**config.mk**
```make
export PLATFORM = sky130hd
export DESIGN_NAME = ram_expander_ctrl
export DESIGN_NICKNAME = d
export VERILOG_FILES = /design/src/rtl/xr_pkg.sv /design/src/rtl/xr_cfg_regs.sv /design/src/rtl/xr_map_decode.sv /design/src/rtl/xr_readback.sv /design/src/rtl/ram_expander_ctrl.sv
export SDC_FILE = /design/constraint.sdc
export NUM_CORES = 1
export LEC_CHECK = 0
export ABC_AREA = 1
export BUFFER_PORTS_ARGS = -buffer_cell sky130_fd_sc_hd__buf_2
export CAP_MARGIN = 20
export CORE_ASPECT_RATIO = 1.2
export CORE_MARGIN = 4
export CORE_UTILIZATION = 50
export DETAILED_ROUTE_END_ITERATION = 10
export PLACE_DENSITY = 0.79
export SLEW_MARGIN = 10
export SYNTH_ARGS = -nofsm -noshare
export SYNTH_HDL_FRONTEND = slang
export SYNTH_SLANG_ARGS = --single-unit
```
**constraint.sdc**
```tcl
create_clock -name clk -period 1.56 [get_ports clk]
set_clock_uncertainty 0.1 [all_clocks]
set_input_delay 0 -clock clk [delete_from_list [all_inputs] [get_ports clk]]
set_output_delay 0 -clock clk [all_outputs]
set_load 0.03 [all_outputs]
```
**src/rtl/xr_pkg.sv**
```systemverilog
package xr_pkg;
  typedef struct packed {
    logic       ext;       // window goes to an external bank
    logic [1:0] bank;      // external bank number
    logic [1:0] base_win;  // base window when not external
  } xr_map_t;
endpackage

```
**src/rtl/xr_cfg_regs.sv**
```systemverilog
module xr_cfg_regs #(
  parameter int PAGE_BITS = 6,
  parameter int SW_W      = 8
) (
  input  logic                 clk,
  input  logic                 rst,
  input  logic                 a15,
  input  logic [2:0]           a_hi_sel,
  input  logic [7:0]           din,
  input  logic                 iorq_n,
  input  logic                 wr_n,
  input  logic [SW_W-1:0]      dip_sw,
  output logic [PAGE_BITS-1:0] page,
  output logic [2:0]           mode,
  output logic [SW_W-1:0]      sw_q
);
  localparam int LO_BITS = 3;
  localparam int HI_BITS = PAGE_BITS - LO_BITS;

  logic                 cfg_hit;
  logic [PAGE_BITS-1:0] page_nxt;

  assign cfg_hit = !iorq_n && !wr_n && !a15 && (din[7:6] == 2'b11);

  generate
    if (HI_BITS > 0) begin : g_hi
      assign page_nxt = {~a_hi_sel[HI_BITS-1:0], din[5:3]};
    end else begin : g_lo
      assign page_nxt = din[5:3];
    end
  endgenerate

  always_ff @(posedge clk) begin
    if (rst) begin
      page <= '0;
      mode <= '0;
      sw_q <= dip_sw;
    end else if (cfg_hit) begin
      page <= page_nxt;
      mode <= din[2:0];
    end
  end
endmodule

```
**src/rtl/xr_map_decode.sv**
```systemverilog
module xr_map_decode
  import xr_pkg::*;
(
  input  logic [2:0] mode,
  input  logic [1:0] win,
  output xr_map_t    map
);
  always_comb begin
    map.ext      = 1'b0;
    map.bank     = win;
    map.base_win = win;
    unique case (mode)
      3'd0: ;
      3'd1: if (win == 2'd3) begin map.ext = 1'b1; map.bank = 2'd3; end
      3'd2: begin map.ext = 1'b1; map.bank = win; end
      3'd3: begin
        if (win == 2'd3) begin map.ext = 1'b1; map.bank = 2'd3; end
        else if (win == 2'd1) map.base_win = 2'd3;
      end
      default: if (win == 2'd1) begin map.ext = 1'b1; map.bank = mode[1:0]; end
    endcase
  end
endmodule

```
**src/rtl/xr_readback.sv**
```systemverilog
module xr_readback #(
  parameter int         PAGE_BITS = 6,
  parameter int         SW_W      = 8,
  parameter logic [7:0] PORT_HI   = 8'hFD
) (
  input  logic                 clk,
  input  logic                 rst,
  input  logic [7:0]           a_hi,
  input  logic [1:0]           sel,
  input  logic                 iorq_n,
  input  logic                 rd_n,
  input  logic [PAGE_BITS-1:0] page,
  input  logic [2:0]           mode,
  input  logic [SW_W-1:0]      sw_q,
  output logic [7:0]           rd_data,
  output logic                 rd_oe
);
  logic hit;
  assign hit = !iorq_n && !rd_n && (a_hi == PORT_HI);

  always_ff @(posedge clk) begin
    if (rst) begin
      rd_data <= '0;
      rd_oe   <= 1'b0;
    end else begin
      rd_oe <= hit;
      if (hit) begin
        unique case (sel)
          2'd0:    rd_data <= 8'(page);
          2'd1:    rd_data <= 8'(mode);
          2'd2:    rd_data <= 8'(sw_q);
          default: rd_data <= '0;
        endcase
      end
    end
  end
endmodule

```
**src/rtl/ram_expander_ctrl.sv**
```systemverilog
module ram_expander_ctrl
  import xr_pkg::*;
#(
  parameter int         PAGE_BITS = 6,
  parameter int         SW_W      = 8,
  parameter logic [7:0] PORT_HI   = 8'hFD,
  parameter int         OFF_W     = 14,
  parameter int         XADDR_W   = PAGE_BITS + 2 + OFF_W
) (
  input  logic               clk,
  input  logic               rst,
  input  logic [15:0]        cpu_addr,
  input  logic [7:0]         cpu_din,
  input  logic               iorq_n,
  input  logic               mreq_n,
  input  logic               rd_n,
  input  logic               wr_n,
  input  logic               vid_fetch,
  input  logic [SW_W-1:0]    dip_sw,
  output logic [XADDR_W-1:0] xram_addr,
  output logic               xram_cs,
  output logic               base_ram_dis,
  output logic               a15_oe,
  output logic               a15_out,
  output logic               rd_ovr_en,
  output logic               wr_ovr_en,
  output logic [7:0]         io_rd_data,
  output logic               io_rd_oe
);
  localparam logic [PAGE_BITS-1:0] SHADOW_PAGE = '1;

  logic [PAGE_BITS-1:0] cur_page;
  logic [2:0]           cur_mode;
  logic [SW_W-1:0]      sw_q;
  xr_map_t              map;
  logic                 mem_rd, mem_wr, shadow_on, moved;
  logic [1:0]           win;
  logic [OFF_W-1:0]     off;

  assign win       = cpu_addr[15:14];
  assign off       = cpu_addr[OFF_W-1:0];
  assign mem_rd    = !mreq_n && !rd_n;
  assign mem_wr    = !mreq_n && !wr_n;
  assign shadow_on = sw_q[0];
  assign moved     = map.base_win[1] != win[1];

  xr_cfg_regs #(.PAGE_BITS(PAGE_BITS), .SW_W(SW_W)) u_cfg (
    .clk(clk), .rst(rst), .a15(cpu_addr[15]), .a_hi_sel(cpu_addr[5:3]),
    .din(cpu_din), .iorq_n(iorq_n), .wr_n(wr_n), .dip_sw(dip_sw),
    .page(cur_page), .mode(cur_mode), .sw_q(sw_q)
  );

  xr_map_decode u_map (.mode(cur_mode), .win(win), .map(map));

  xr_readback #(.PAGE_BITS(PAGE_BITS), .SW_W(SW_W), .PORT_HI(PORT_HI)) u_rb (
    .clk(clk), .rst(rst), .a_hi(cpu_addr[15:8]), .sel(cpu_addr[1:0]),
    .iorq_n(iorq_n), .rd_n(rd_n), .page(cur_page), .mode(cur_mode),
    .sw_q(sw_q), .rd_data(io_rd_data), .rd_oe(io_rd_oe)
  );

  always_ff @(posedge clk) begin
    if (rst) begin
      xram_addr    <= '0;
      xram_cs      <= 1'b0;
      base_ram_dis <= 1'b0;
      a15_oe       <= 1'b0;
      a15_out      <= 1'b0;
      rd_ovr_en    <= 1'b0;
      wr_ovr_en    <= 1'b0;
    end else begin
      xram_cs      <= 1'b0;
      base_ram_dis <= 1'b0;
      a15_oe       <= 1'b0;
      a15_out      <= 1'b0;
      rd_ovr_en    <= 1'b0;
      wr_ovr_en    <= 1'b0;
      if ((mem_rd || mem_wr) && !vid_fetch) begin
        if (map.ext) begin
          xram_cs      <= 1'b1;
          xram_addr    <= {cur_page, map.bank, off};
          base_ram_dis <= 1'b1;
          rd_ovr_en    <= mem_rd;
          wr_ovr_en    <= mem_wr;
        end else if (shadow_on && mem_rd) begin
          xram_cs      <= 1'b1;
          xram_addr    <= {SHADOW_PAGE, map.base_win, off};
          base_ram_dis <= 1'b1;
          rd_ovr_en    <= 1'b1;
        end else begin
          if (shadow_on) begin
            xram_cs   <= 1'b1;
            xram_addr <= {SHADOW_PAGE, map.base_win, off};
          end
          a15_oe  <= moved;
          a15_out <= map.base_win[1];
        end
      end
    end
  end
endmodule

```
==> flow_summary.ini <==
[synthesis]
synth_edf_count = 8
ys_types = 25
synthDominantCellAreaShare_pct = 39.11
ys_seq_elements = 54
synthArstFlopShare_pct = 0
synth_area_leader_cell = dfxtp_1
synth_nets = 344
yosysMostFrequentCell = nand2_1
synth.cell_area_um2 = 2355
synth_commonest_cells = nand2_1, dfxtp_1, inv_1
synth_area_leaders = dfxtp_1, nand2_1, edfxtp_1
ys_seq_area_share_pct = 49.31
ys_warn_count = 0
ys.flop_type = dfxtp_1
avgSynthCellArea_um2 = 7.721
synthCells = 305

[timing]
fmax_mhz = 681.8
layout_setup_ws_ns = 0.09333
slew-limit-headroom_pct = 68.51
worst_slew_pin_slew_ns = 0.4706
rsz0062_at_grt = yes
min_period_ns = 1.467
setup_violations = 0
finalCritPeriodShare_pct = 94.02
hold_violations = 0
slew_viol_final = 0

[drt]
via_per_inst = 4.784
post_drt_wl_per_cell_um = 12.39
wl_met2_um = 2921
drc = 0
wl_met1_um = 2473
dr.pass1.iters = 4
drt_iter0_drc = 162
routed.top_layer = met4
vias = 2277
met3WireLength_um = 382
drtAntennaViolNets = 0
wl_um = 5900

[grt]
grt.overflow.total = 0
grt_max_degree = 34
grt_pass1_wl_um = 9922
antenna_found_initial = 0
first_global_vias = 2235
grt_use_total_pct = 20.72

[cts]
max-clock-path-buffers = 2
cts_setup_buffers = 0
cts_tree = done
numCtsBuffers = 5
clock_sinks = 54
htreeDepth = 2
clk_latency_ns = 0.31
clk_pin_slew_ns = 0.10
cts_root_buffer = clkbuf_8

[layout]
final_layout_size_suffix_gt1_share_pct = 25.84
area_delta_synth_final_pct = 37.30
antenna_cells = 0
fin_nets = 456
final_cell_area_um2 = 3233

[die]
die_h_um = 83.18
core_um2 = 4561
initial_core_util_pct = 51.63
ios = 76
rows = 27
die_area_um2 = 5876
die_width_um = 70.65

[setup_path]
cp.required_ns = 1.69
critPathCaptureType = flop
cpMaxStageDelayCell = dlygate4sd3_1
critPathMaxFanout = 2
critPathTopFamily = buffers and inverters
path_cells = dlygate4sd3_1 -> buf_2 -> inv_1 -> nand2_1 -> dlygate4sd3_1 -> nor4_1
critPathKind = in -> reg
start_kind = input port
rrSetupSlack_ns = 0.18
critPathArrivalTime_ns = 1.60
crit_buf_inv = 4
slowest_delay_ns = 0.56
cp_common_cell = dlygate4sd3_1

[pwr]
powerDensity_nw_per_um2 = 898.1
worst_ir_drop_vdd_v = 0.0005520
power_leakage_nw = 1.628
intPower_w = 0.002142
p_sw_share_pct = 26.25
power.share.clock_pct = 32.1
switchingPower_w = 0.0007621
power_frac_comb_pct = 16.1
pwr-share-seq_pct = 51.7

[place]
port_buffers = 75
place_hpwl_um = 3958
dp_slack_ns = 0.1842
place_congestion = 0.9239
placed_area_um2 = 2765

[run]
maxCapViolCount = 0

[outcome]
status = finished, final reports clean

[min_path]
hold_class = in -> reg
registers in the layout, indices dropped and copies added (netlist names), 3 cells and up:
name and flops:
xram_addr 22, u_cfg.sw_q 8, u_rb.rd_data 8, u_cfg.page 6, u_cfg.mode 3
logic make-up after synthesis:
family / after synthesis / synth area share, %
simple gates: 148 / 29.54
buf+inv: 56 / 10.52
flops: 54 / 49.31
compound gates: 47 / 10.63
worst register-to-register path, delay by kind of cell, from the launching register on:
family / cells / cell delay [ns]
buf+inv: 1 / 0.07
flops: 1 / 0.37
simple gates: 6 / 0.75
power groups by stage:
| stage | logic, W | clock network (W) | registers (W) |
|---|---|---|---|
| 2_1_floorplan | 0.000185 | 0 | 0.00161 |
| 6_report | 0.000469 | 0.000933 | 0.00150 |
| 3_3_place_gp | 0.000391 | 0 | 0.00153 |
| 5_1_grt | 0.000519 | 0.00102 | 0.00151 |
| 4_1_cts | 0.000464 | 0.000941 | 0.00150 |
| 3_5_place_dp | 0.000397 | 0 | 0.00153 |
cell usage in the layout (no fill, tap or decap):
master         Yosys  routed
a21oi_1           21      21
a21oi_2            1       1
a31oi_1            1       1
buf_2              4      75
buf_4              4       5
bufinv_16          0       1
clkbuf_1           0       1
clkbuf_8           0       5
clkinvlp_4         0       1
dfxtp_1           46      46
dlygate4sd3_1      0      35
edfxtp_1           8       8
inv_1             43      43
inv_2              3       2
inv_4              0       1
nand2_1           80      80
nand2_2           10      10
nand2_4            1       1
nand3_1           25      25
nand3_2            2       2
nand3b_1           6       6
nand4_1            2       2
nand4_4            1       1
nor2_1            17      17
nor2_4             2       2
nor3_2             0       1
nor4_1             1       1
o211ai_1           4       4
o21ai_0           20      20
layer usage:
metal	GRT usage, %	vias to the layer above
li1	-	1192
met1	24.14	997
met2	36.29	77
met3	5.206	11
met4	7.521	0
met5	0	-
metrics by stage:
step / setup TNS, ns / cells / hold slack (ns) / total power, W / utilization [%]
detailed placement: 0 / 433 / 0.07809 / 0.001930 / 60.63
finish: 0 / 476 / 0.07970 / 0.002904 / 70.89
global route: -0.009461 / 476 / 0.1380 / 0.003047 / 70.89
CTS: 0 / 476 / 0.08092 / 0.002905 / 70.73
global placement: 0 / 433 / 0.07627 / 0.001924 / 60.63
floorplan: 0 / 305 / -0.001131 / 0.001796 / -
layout make-up:
class | count | area [µm²]
sequential | 54 | 1161
timing repair buffer | 115 | 763.2
fill | 371 | 1328
multi-input combinational | 195 | 950.9
tap | 58 | 72.57
inverter | 46 | 175.2
clock buffer | 6 | 72.57
clock inverter | 2 | 37.54
repair_timing:
action / 4_1_cts / 5_1_grt
endpoints found under the hold margin: 40 / 0
setup endpoints to repair: 0 / 23
hold buffers: 35 / 0
gates resized for setup: 0 / 3
path summary, 6_finish.rpt:
path | end | depth (start not counted) | startpoint
setup / recovery | wr_ovr_en$_SDFF_PP0_ | 6 | mreq_n
hold / removal | u_cfg.page[4]$_SDFFE_PP0P_ | 4 | cpu_din[6]
setup reg to reg | xram_addr[20]$_SDFFE_PP0P_ | 7 | u_cfg.mode[0]$_SDFFE_PP0P_
hold reg to reg | xram_addr[21]$_SDFFE_PP0P_ | 2 | xram_addr[21]$_SDFFE_PP0P_
Note: power is estimated with default switching activity, not from simulation.
